**src/rtl/ssp_pkg.sv**
```systemverilog
package ssp_pkg;

    localparam int WORD_W  = 16;
    localparam int SHORT_W = 8;
    localparam int CNT_W   = $clog2(WORD_W + 1);
    localparam int POS_W   = $clog2(WORD_W);

    typedef enum logic {
        ORDER_MSB = 1'b0,
        ORDER_LSB = 1'b1
    } order_e;

    typedef struct packed {
        logic   wide;
        order_e order;
    } frame_cfg_t;

    // Lines sampled from the serial side, synchronised as one group
    typedef struct packed {
        logic sck;
        logic oen;
        logic ien;
        logic din;
    } line_t;

    function automatic logic [CNT_W-1:0] frame_bits(input frame_cfg_t c);
        return c.wide ? CNT_W'(WORD_W) : CNT_W'(SHORT_W);
    endfunction

    // Word bit position carried by serial bit number cnt
    function automatic logic [POS_W-1:0] bit_pos(input frame_cfg_t c,
                                                 input logic [CNT_W-1:0] cnt);
        logic [CNT_W-1:0] t;
        if (c.order == ORDER_LSB) t = cnt;
        else                      t = frame_bits(c) - cnt - CNT_W'(1);
        return t[POS_W-1:0];
    endfunction

endpackage

```
**src/rtl/ssp_line_sync.sv**
```systemverilog
module ssp_line_sync
    import ssp_pkg::*;
(
    input  logic  clk,
    input  logic  rst,
    input  line_t raw,
    output line_t cur,
    output logic  rise,
    output logic  fall
);
    line_t meta_q, sync_q, prev_q;

    always_ff @(posedge clk) begin
        if (rst) begin
            meta_q <= '0;
            sync_q <= '0;
            prev_q <= '0;
        end else begin
            meta_q <= raw;
            sync_q <= meta_q;
            prev_q <= sync_q;
        end
    end

    assign cur  = sync_q;
    assign rise = sync_q.sck & ~prev_q.sck;
    assign fall = ~sync_q.sck & prev_q.sck;


    strobe_single_chk: assert property (@(posedge clk) disable iff (rst)
        rise |=> !rise);

endmodule

```
**src/rtl/ssp_tx.sv**
```systemverilog
module ssp_tx
    import ssp_pkg::*;
(
    input  logic              clk,
    input  logic              rst,
    input  frame_cfg_t        cfg_in,
    input  logic              wr,
    input  logic [WORD_W-1:0] wdata,
    input  logic              rise,
    input  logic              fall,
    input  logic              en,
    output logic              empty,
    output logic              req,
    output logic              sdo,
    output logic              oe
);
    typedef enum logic { TX_IDLE, TX_BUSY } tx_state_e;

    tx_state_e         state_q;
    frame_cfg_t        cfg_q;
    logic [WORD_W-1:0] word_q;
    logic [CNT_W-1:0]  cnt_q;
    logic              last_out;

    assign last_out = (cnt_q == frame_bits(cfg_q));

    always_ff @(posedge clk) begin
        if (rst) begin
            state_q <= TX_IDLE;
            cfg_q   <= '0;
            word_q  <= '0;
            cnt_q   <= '0;
            req     <= 1'b0;
            sdo     <= 1'b0;
            oe      <= 1'b0;
        end else begin
            case (state_q)
                TX_IDLE: if (wr) begin
                    word_q  <= wdata;
                    cfg_q   <= cfg_in;
                    cnt_q   <= '0;
                    req     <= 1'b1;
                    state_q <= TX_BUSY;
                end
                TX_BUSY: begin
                    if (fall && en && !last_out) begin
                        sdo   <= word_q[bit_pos(cfg_q, cnt_q)];
                        oe    <= 1'b1;
                        cnt_q <= cnt_q + CNT_W'(1);
                    end else if (rise && last_out) begin
                        oe      <= 1'b0;
                        req     <= 1'b0;
                        state_q <= TX_IDLE;
                    end
                end
                default: state_q <= TX_IDLE;
            endcase
        end
    end

    assign empty = (state_q == TX_IDLE);


    oe_within_req_chk: assert property (@(posedge clk) disable iff (rst)
        oe |-> req);

    sdo_hold_chk: assert property (@(posedge clk) disable iff (rst)
        (oe && $past(oe) && !$past(fall)) |-> $stable(sdo));

    load_cause_chk: assert property (@(posedge clk) disable iff (rst)
        $fell(empty) |-> $past(wr));

endmodule

```
**src/rtl/ssp_rx.sv**
```systemverilog
module ssp_rx
    import ssp_pkg::*;
(
    input  logic              clk,
    input  logic              rst,
    input  frame_cfg_t        cfg_in,
    input  logic              rise,
    input  logic              fall,
    input  logic              en,
    input  logic              din,
    input  logic              rd,
    output logic [WORD_W-1:0] data,
    output logic              full,
    output logic              ack
);
    frame_cfg_t        cfg_q, act_cfg;
    logic [WORD_W-1:0] acc_q, nxt;
    logic [CNT_W-1:0]  cnt_q;
    logic              take, done;

    always_comb begin
        act_cfg = (cnt_q == '0) ? cfg_in : cfg_q;
        nxt     = (cnt_q == '0) ? '0 : acc_q;
        nxt[bit_pos(act_cfg, cnt_q)] = din;
    end

    assign take = rise && en;
    assign done = take && ((cnt_q + CNT_W'(1)) == frame_bits(act_cfg));

    always_ff @(posedge clk) begin
        if (rst) begin
            cfg_q <= '0;
            acc_q <= '0;
            cnt_q <= '0;
            data  <= '0;
            full  <= 1'b0;
            ack   <= 1'b0;
        end else begin
            if (rd) full <= 1'b0;
            if (take) begin
                if (cnt_q == '0) cfg_q <= cfg_in;
                acc_q <= nxt;
                if (done) begin
                    data  <= nxt;
                    full  <= 1'b1;
                    ack   <= 1'b1;
                    cnt_q <= '0;
                end else begin
                    cnt_q <= cnt_q + CNT_W'(1);
                end
            end else if (fall) begin
                ack <= 1'b0;
            end
        end
    end


    ack_with_full_chk: assert property (@(posedge clk) disable iff (rst)
        $rose(full) |-> ack);

    count_bound_chk: assert property (@(posedge clk) disable iff (rst)
        (cnt_q != '0) |-> (cnt_q < frame_bits(cfg_q)));

    clear_cause_chk: assert property (@(posedge clk) disable iff (rst)
        $fell(full) |-> $past(rd));

endmodule

```
**src/rtl/ssp_port.sv**
```systemverilog
module ssp_port
    import ssp_pkg::*;
(
    input  logic        clk,
    input  logic        rst,
    input  logic        sck,
    input  logic        frame_wide,
    input  logic        lsb_first,
    input  logic        tx_wr,
    input  logic [15:0] tx_wdata,
    output logic        tx_empty,
    output logic        out_req,
    input  logic        out_en,
    output logic        sdo,
    output logic        sdo_oe,
    input  logic        in_en,
    input  logic        sdi,
    output logic        in_ack,
    input  logic        rx_rd,
    output logic [15:0] rx_data,
    output logic        rx_full
);
    line_t      raw_l, cur_l;
    logic       rise_s, fall_s;
    frame_cfg_t cfg;

    assign raw_l = '{sck: sck, oen: out_en, ien: in_en, din: sdi};
    assign cfg   = '{wide: frame_wide, order: order_e'(lsb_first)};

    ssp_line_sync sync_i (
        .clk (clk), .rst (rst), .raw (raw_l), .cur (cur_l),
        .rise(rise_s), .fall(fall_s)
    );

    ssp_tx tx_i (
        .clk  (clk), .rst (rst), .cfg_in(cfg), .wr(tx_wr), .wdata(tx_wdata),
        .rise (rise_s), .fall(fall_s), .en(cur_l.oen),
        .empty(tx_empty), .req(out_req), .sdo(sdo), .oe(sdo_oe)
    );

    ssp_rx rx_i (
        .clk (clk), .rst(rst), .cfg_in(cfg), .rise(rise_s), .fall(fall_s),
        .en  (cur_l.ien), .din(cur_l.din), .rd(rx_rd),
        .data(rx_data), .full(rx_full), .ack(in_ack)
    );

endmodule

```
**config.mk**
```make
export PLATFORM = sky130hd
export DESIGN_NAME = ssp_port
export DESIGN_NICKNAME = d
export VERILOG_FILES = /design/src/rtl/ssp_pkg.sv /design/src/rtl/ssp_line_sync.sv /design/src/rtl/ssp_tx.sv /design/src/rtl/ssp_rx.sv /design/src/rtl/ssp_port.sv
export SDC_FILE = /design/constraint.sdc
export NUM_CORES = 1
export LEC_CHECK = 0
export BUFFER_PORTS_ARGS = -buffer_cell sky130_fd_sc_hd__buf_2
export CAP_MARGIN = 20
export CORE_ASPECT_RATIO = 1.75
export CORE_MARGIN = 2
export CORE_UTILIZATION = 55
export CTS_BUF_LIST = sky130_fd_sc_hd__clkbuf_8
export DETAILED_ROUTE_END_ITERATION = 10
export PLACE_DENSITY = 0.79
export SYNTH_ARGS = -nofsm -noshare
export SYNTH_HDL_FRONTEND = slang
export SYNTH_HIERARCHICAL = 1
export SYNTH_SLANG_ARGS = --single-unit
export TNS_END_PERCENT = 30
```
**constraint.sdc**
```tcl
create_clock -name clk -period 2.3 [get_ports clk]
set_clock_uncertainty 0.05 [all_clocks]
set_input_delay 0.115 -clock clk [delete_from_list [all_inputs] [get_ports clk]]
set_output_delay 0.115 -clock clk [all_outputs]
set_load 0.02 [all_outputs]
```
==> flow_metrics.tcl, run 1 <==
set metrics [dict create \
    route.met2.wl_mm 6.45 \
    cts_made_buffers 9 \
    numClockSinks 77 \
    insertion_delay_ns 0.36 \
    drv_cap 0 \
    cts_tree "yes" \
    first_iter_violations 265 \
    fmax_mhz 446 \
    firstDrtPassIters 6 \
    wl_per_cell_um 17.8 \
    p_leak_nw 1.89 \
    synth_area_um2 4070 \
    worst_pin_slew_ns 0.562 \
    die_h_um 118 \
    r2r_slack_ns 0.06 \
    die_x_um 69.1 \
    netlist.top_cell.by_area "dfxtp_1" \
    critical_path.max_fanout 7 \
    synth_seq_area_share 0.378 \
    synthCells 500 \
    dpl_worst_slack_ns -0.0406 \
    io_buffers 47 \
    syn_avg_cell_area_um2 8.15 \
    overflow 0 \
    vias 4131 \
    powerDensity_nw_per_um2 505 \
    grt_use_total 0.291 \
    antenna_left 0 \
    finalCoreUtilization 0.695 \
    rsz0062_at_grt "yes" \
    worst_slack_ns 0.0561 \
    synth_flop_cell "dfxtp_1" \
    drive_above_1_share 0.208 \
    fp-row-count 41 \
    root_buffer "clkbuf_8" \
    synth_cell_types 61 \
    setup_viol 0 \
    clockBufferDepth 2 \
    wl_met3_um 457 \
    hold_path.class "in2reg" \
    mostFrequentLayoutCells "73 x dfxtp_1, 59 x nand2_1, 47 x buf_2" \
    synth_area_leaders "dfxtp_1 38%, a211oi_1 6.5%, nand2_1 5.4%, a21oi_1 4.4%, nor2_1 3.9%" \
    area_delta_synth_final_pct 22.6 \
    netlist.area_leader.share 0.378 \
    grt_max_degree 36 \
    peakVddDrop_mv 0.423 \
    final_common_cell "dfxtp_1" \
    final_cell_area_um2 4990 \
    dp.final_hpwl_mm 8.37 \
    grt_pass1_vias 4070 \
    die_area_um2 8140 \
    synthArstFlopShare 0 \
    max-slew-margin-rel 0.624 \
    diodes 0 \
    fin_crit_sh 0.976 \
    synth-seq-cells 77 \
    drc_errors 0 \
    vias_per_cell 6.19 \
    yosysWarnings 6 \
    gp_congestion 0.931 \
    wl_mm 11.8 \
    period_needed_ns 2.24 \
    grt_pass1_wl_mm 19.3 \
    cp-start-kind "flop" \
    status "finished, final reports clean" \
    finalHoldViolCount 0 \
    hold_slack_ns 0.146 \
    synth-edff-count 0 \
    m1WireLength_mm 4.41 \
    drv_slew 0 \
    initial_core_util 0.567 \
    io-pin-count 48 \
    path_class "reg2reg" \
    syn-num-nets 531 \
    coreArea_um2 7180 \
    required_ns 2.47 \
    clkTransAtPathRegs_ns 0.08 \
    placed_area_um2 4510 \
    critPathArrivalTime_ns 2.42 \
    cts.htree.levels 3 \
    nets 607 \
    top_layer "met4" \
    antenna_found_initial 0 \
    endpoint_kind "flop" \
]
==> report_power, final <==
group | switching, mW | internal [mW] | total (mW)
Clock | 0.506 | 0.416 | 0.923
Combinational | 0.112 | 0.0996 | 0.212
Sequential | 0.0262 | 1.36 | 1.39
==> cell usage after synthesis, drive strengths merged (4+ instances only) <==
| master | n |
|---|---|
| a211oi | 36 |
| a21oi | 38 |
| a222oi | 4 |
| a31oi | 12 |
| and2 | 4 |
| buf | 13 |
| clkbuf | 27 |
| dfxtp | 77 |
| ha | 5 |
| inv | 8 |
| mux2 | 5 |
| mux2i | 10 |
| nand2 | 59 |
| nand2b | 10 |
| nand3 | 22 |
| nand3b | 5 |
| nor2 | 42 |
| nor2b | 20 |
| nor3 | 23 |
| o211ai | 9 |
| o22ai | 4 |
| o311ai | 4 |
| o32ai | 4 |
| or3 | 5 |
| xor2 | 4 |
==> repair_timing <==
item / CTS / global route
hold endpoints to repair: 24 / 0
setup buffers: 0 / 4
gates resized for setup: 1 / 9
endpoints found under the setup margin: 2 / 23
pin swaps: 0 / 5
hold buffers: 24 / 0
==> logic make-up (layout without fill, tap and decap cells) <==
family,Yosys count,after routing,synth area share
buffers and inverters,48,129,0.0516
DFF,77,77,0.378
muxes,15,15,0.0424
adders and majority gates,5,5,0.0154
and+or+nand+nor,216,216,0.272
AOI/OAI and AO/OA,133,133,0.227
xor gates and xnor gates,6,6,0.0129
==> metal layers <==
layer | track usage | up-vias
met5 | 0 | -
li1 | - | 1990
met4 | 0.163 | 0
met1 | 0.312 | 1964
met2 | 0.533 | 129
met3 | 0.0411 | 48
==> worst max-delay path, cell delays in order, from the launching register on <==
cell and delay [ns]:
dfxtp_4 0.37, inv_4 0.07, ha_4 0.14, or4b_4 0.51
mux2i_4 0.32, inv_2 0.06, a222oi_1 0.44, a211oi_1 0.14
==> stage by stage <==
stage	cells	total power, mW	setup TNS [ns]
2_1_floorplan	500	1.53	0
3_3_place_gp	623	1.59	0
6_report	667	2.52	0
5_1_grt	667	2.61	-0.0591
3_5_place_dp	623	1.60	-0.0668
4_1_cts	663	2.54	0
==> flip-flops by register name, indices dropped and copies added, names as in the netlist, 2 cells and up <==
signal         cells
rx_i/acc_q        16
rx_i/cfg_q         2
rx_i/cnt_q         5
rx_i/data         16
sync_i/cur         4
sync_i/meta_q      4
tx_i/cfg_q         2
tx_i/cnt_q         5
tx_i/word_q       16
==> path summary, 6_finish.rpt <==
| check | from | endpoint | depth (start not counted) |
|---|---|---|---|
| setup / recovery | rx_i/cnt_q[1]$_SDFFE_PP0P_ | rx_i/data[7]$_SDFFE_PP0P_ | 7 |
| hold / removal | rst | sync_i/meta_q[2]$_SDFF_PP0_ | 2 |
| setup reg to reg | rx_i/cnt_q[1]$_SDFFE_PP0P_ | rx_i/data[7]$_SDFFE_PP0P_ | 7 |
| hold reg to reg | sync_i/meta_q[3]$_SDFF_PP0_ | sync_i/cur[3]$_SDFF_PP0_ | 1 |
==> final cells by class <==
cell class,instances,area (um2)
clock inverter,6,40.0
sequential,77,1550
multi-input combinational,375,2370
tap,86,108
timing repair buffer,105,747
inverter,8,35.0
fill,632,2190
clock buffer,10,138
(Power assumes the default switching activity.)
==> run 2, diff against run 1 <==
--- a/config.mk
+++ b/config.mk
@@ -7,12 +7,14 @@
 export LEC_CHECK = 0
 export BUFFER_PORTS_ARGS = -buffer_cell sky130_fd_sc_hd__buf_2
 export CAP_MARGIN = 20
+export CELL_PAD_IN_SITES_DETAIL_PLACEMENT = 1
+export CELL_PAD_IN_SITES_GLOBAL_PLACEMENT = 2
 export CORE_ASPECT_RATIO = 1.75
 export CORE_MARGIN = 2
-export CORE_UTILIZATION = 55
+export CORE_UTILIZATION = 32
 export CTS_BUF_LIST = sky130_fd_sc_hd__clkbuf_8
 export DETAILED_ROUTE_END_ITERATION = 10
-export PLACE_DENSITY = 0.79
+export PLACE_DENSITY_LB_ADDON = 0.1
 export SYNTH_ARGS = -nofsm -noshare
 export SYNTH_HDL_FRONTEND = slang
 export SYNTH_HIERARCHICAL = 1
==> run 2 against run 1 <==
Sequential cell count did not move; via count fell by 2.1%; design area rose by 4.1%; fmax rose by 0.34%; power rose by 2.7%; combinational power rose by 2%; non-clock buffer count rose by 4; worst hold slack got worse by 0.0012 ns; clock-buffer cell count rose by 1; critical endpoint is now rx_i/acc_q[14]$_SDFFE_PP0P_.
==> flow_metrics.tcl, run 2 (synthesis gave the netlist of run 1 again) <==
set metrics [dict create \
    drc_errors 0 \
    antenna_found_initial 0 \
    rsz0062_at_grt "yes" \
    r2r_cells 7 \
    crit_slowest_cell "or4b_4" \
    overflow 0 \
    clkTransAtPathRegs_ns 0.09 \
    vias 4045 \
    required_ns 2.52 \
    dp_cells 710 \
    firstDrtPassIters 5 \
    insertion_delay_ns 0.36 \
    max-slew-margin-rel 0.606 \
    die_h_um 153 \
    clockPowerShare 0.380 \
    fmax_mhz 447 \
    critical_path.max_fanout 7 \
    p_leak_nw 1.91 \
    dp.final_hpwl_mm 9.76 \
    cts.htree.levels 3 \
    setup_viol 0 \
    p_sw_mw 0.673 \
    io_buffers 47 \
    placed_area_um2 4660 \
    clockBufferDepth 2 \
    power_mw 2.59 \
    fp-row-count 54 \
    status "finished, final reports clean" \
    peakVddDrop_mv 0.255 \
    hold_slack_ns 0.145 \
    cts_made_buffers 9 \
    grt_pass1_vias 4286 \
    grt_max_degree 36 \
    mostFrequentLayoutCells "74 x dfxtp_1, 59 x nand2_1, 47 x buf_2" \
    grt_pass1_wl_mm 21.7 \
    worst_pin_slew_ns 0.590 \
    grt_use_total 0.204 \
    critical_path.cell_chain "inv_4, ha_4, or4b_4, mux2_4, o32ai_4, nor2_2, a211oi_1" \
    io-pin-count 48 \
    die_area_um2 13700 \
    numClockSinks 77 \
    wl_per_cell_um 17.6 \
    endpoint_kind "flop" \
    fin_crit_sh 0.972 \
    cts_tree "yes" \
    initial_core_util 0.328 \
    max_stage_delay_ns 0.52 \
    finalCoreUtilization 0.418 \
    coreArea_um2 12400 \
    final_cell_area_um2 5200 \
    root_buffer "clkbuf_8" \
    seq_power_share 0.537 \
    fin_cells 753 \
    hold_path.class "in2reg" \
    r2r_slack_ns 0.06 \
    diodes 0 \
    area_delta_synth_final_pct 27.6 \
    antenna_left 0 \
    die_x_um 89.3 \
    nets 611 \
    period_needed_ns 2.24 \
    critPathArrivalTime_ns 2.46 \
    first_iter_violations 130 \
    cp-start-kind "flop" \
    top_regs "rx_i/acc_q x16, rx_i/data x16, tx_i/word_q x16" \
    path_class "reg2reg" \
    powerDensity_nw_per_um2 498 \
    switching_share 0.260 \
    vias_per_cell 5.37 \
    drv_slew 0 \
    min_path_cells 2 \
    final_common_cell "dfxtp_1" \
    internal_power_mw 1.92 \
    drive_above_1_share 0.229 \
    wl_mm 13.3 \
    finalHoldViolCount 0 \
    gp_congestion 0.871 \
    drv_cap 0 \
    p_comb_frac 0.084 \
]
run 2: worst max-delay path: cells and delay by family, from the launching register on:
kind,cells,cell delay [ns]
AND/OR/NAND/NOR,2,0.60
multiplexers,1,0.40
AO/OA/AOI/OAI,2,0.52
buffers and inverters,1,0.07
flip-flops,1,0.35
adder cells (fa/ha/maj),1,0.15
run 2: per-stage QoR:
stage | worst slack, ns | TNS [ns]
after floorplan | 0.0112 | 0
after global placement | 0.0264 | 0
after detailed placement | 0.00105 | 0
after CTS | 0.000826 | 0
after global routing | -0.0329 | -0.0737
final | 0.0637 | 0
run 2: what timing repair did:
item,4_1_cts,5_1_grt
setup endpoints to repair,6,30
endpoints found under the hold margin,24,0
setup buffers,1,2
hold buffers,24,0
resized for setup,1,18
pin swaps,3,6
run 2: metal layers:
layer | up-vias | GRT usage | share of wire
met4 | 0 | 0.0782 | 0.031
met3 | 25 | 0.0286 | 0.021
li1 | 1983 | - | -
met5 | - | 0 | 0
met2 | 75 | 0.389 | 0.57
met1 | 1962 | 0.213 | 0.38
run 2: final timing paths:
check                                            startpoint                          end
worst max-delay path             rx_i/cnt_q[1]$_SDFFE_PP0P_  rx_i/acc_q[14]$_SDFFE_PP0P_
worst min-delay path                                    rst  tx_i/word_q[9]$_SDFFE_PP0P_
worst max register to register   rx_i/cnt_q[1]$_SDFFE_PP0P_  rx_i/acc_q[14]$_SDFFE_PP0P_
worst min register to register  sync_i/meta_q[1]$_SDFF_PP0_     sync_i/cur[1]$_SDFF_PP0_
run 2: power by group through the flow:
stage	Clock (mW)	Sequential, mW	Combinational [mW]
2_1_floorplan	0	1.41	0.115
3_3_place_gp	0	1.42	0.180
3_5_place_dp	0	1.42	0.184
4_1_cts	1.03	1.39	0.216
5_1_grt	1.09	1.39	0.240
6_report	0.983	1.39	0.217
run 2: layout make-up:
type                            count  area, um2
Tap cell                          168        210
Fill cell                        1547       7230
Clock inverter                      5       33.8
Inverter                            8       35.0
Timing Repair Buffer              109        790
Clock buffer                       11        151
Sequential cell                    77       1550
Multi-Input combinational cell    375       2430
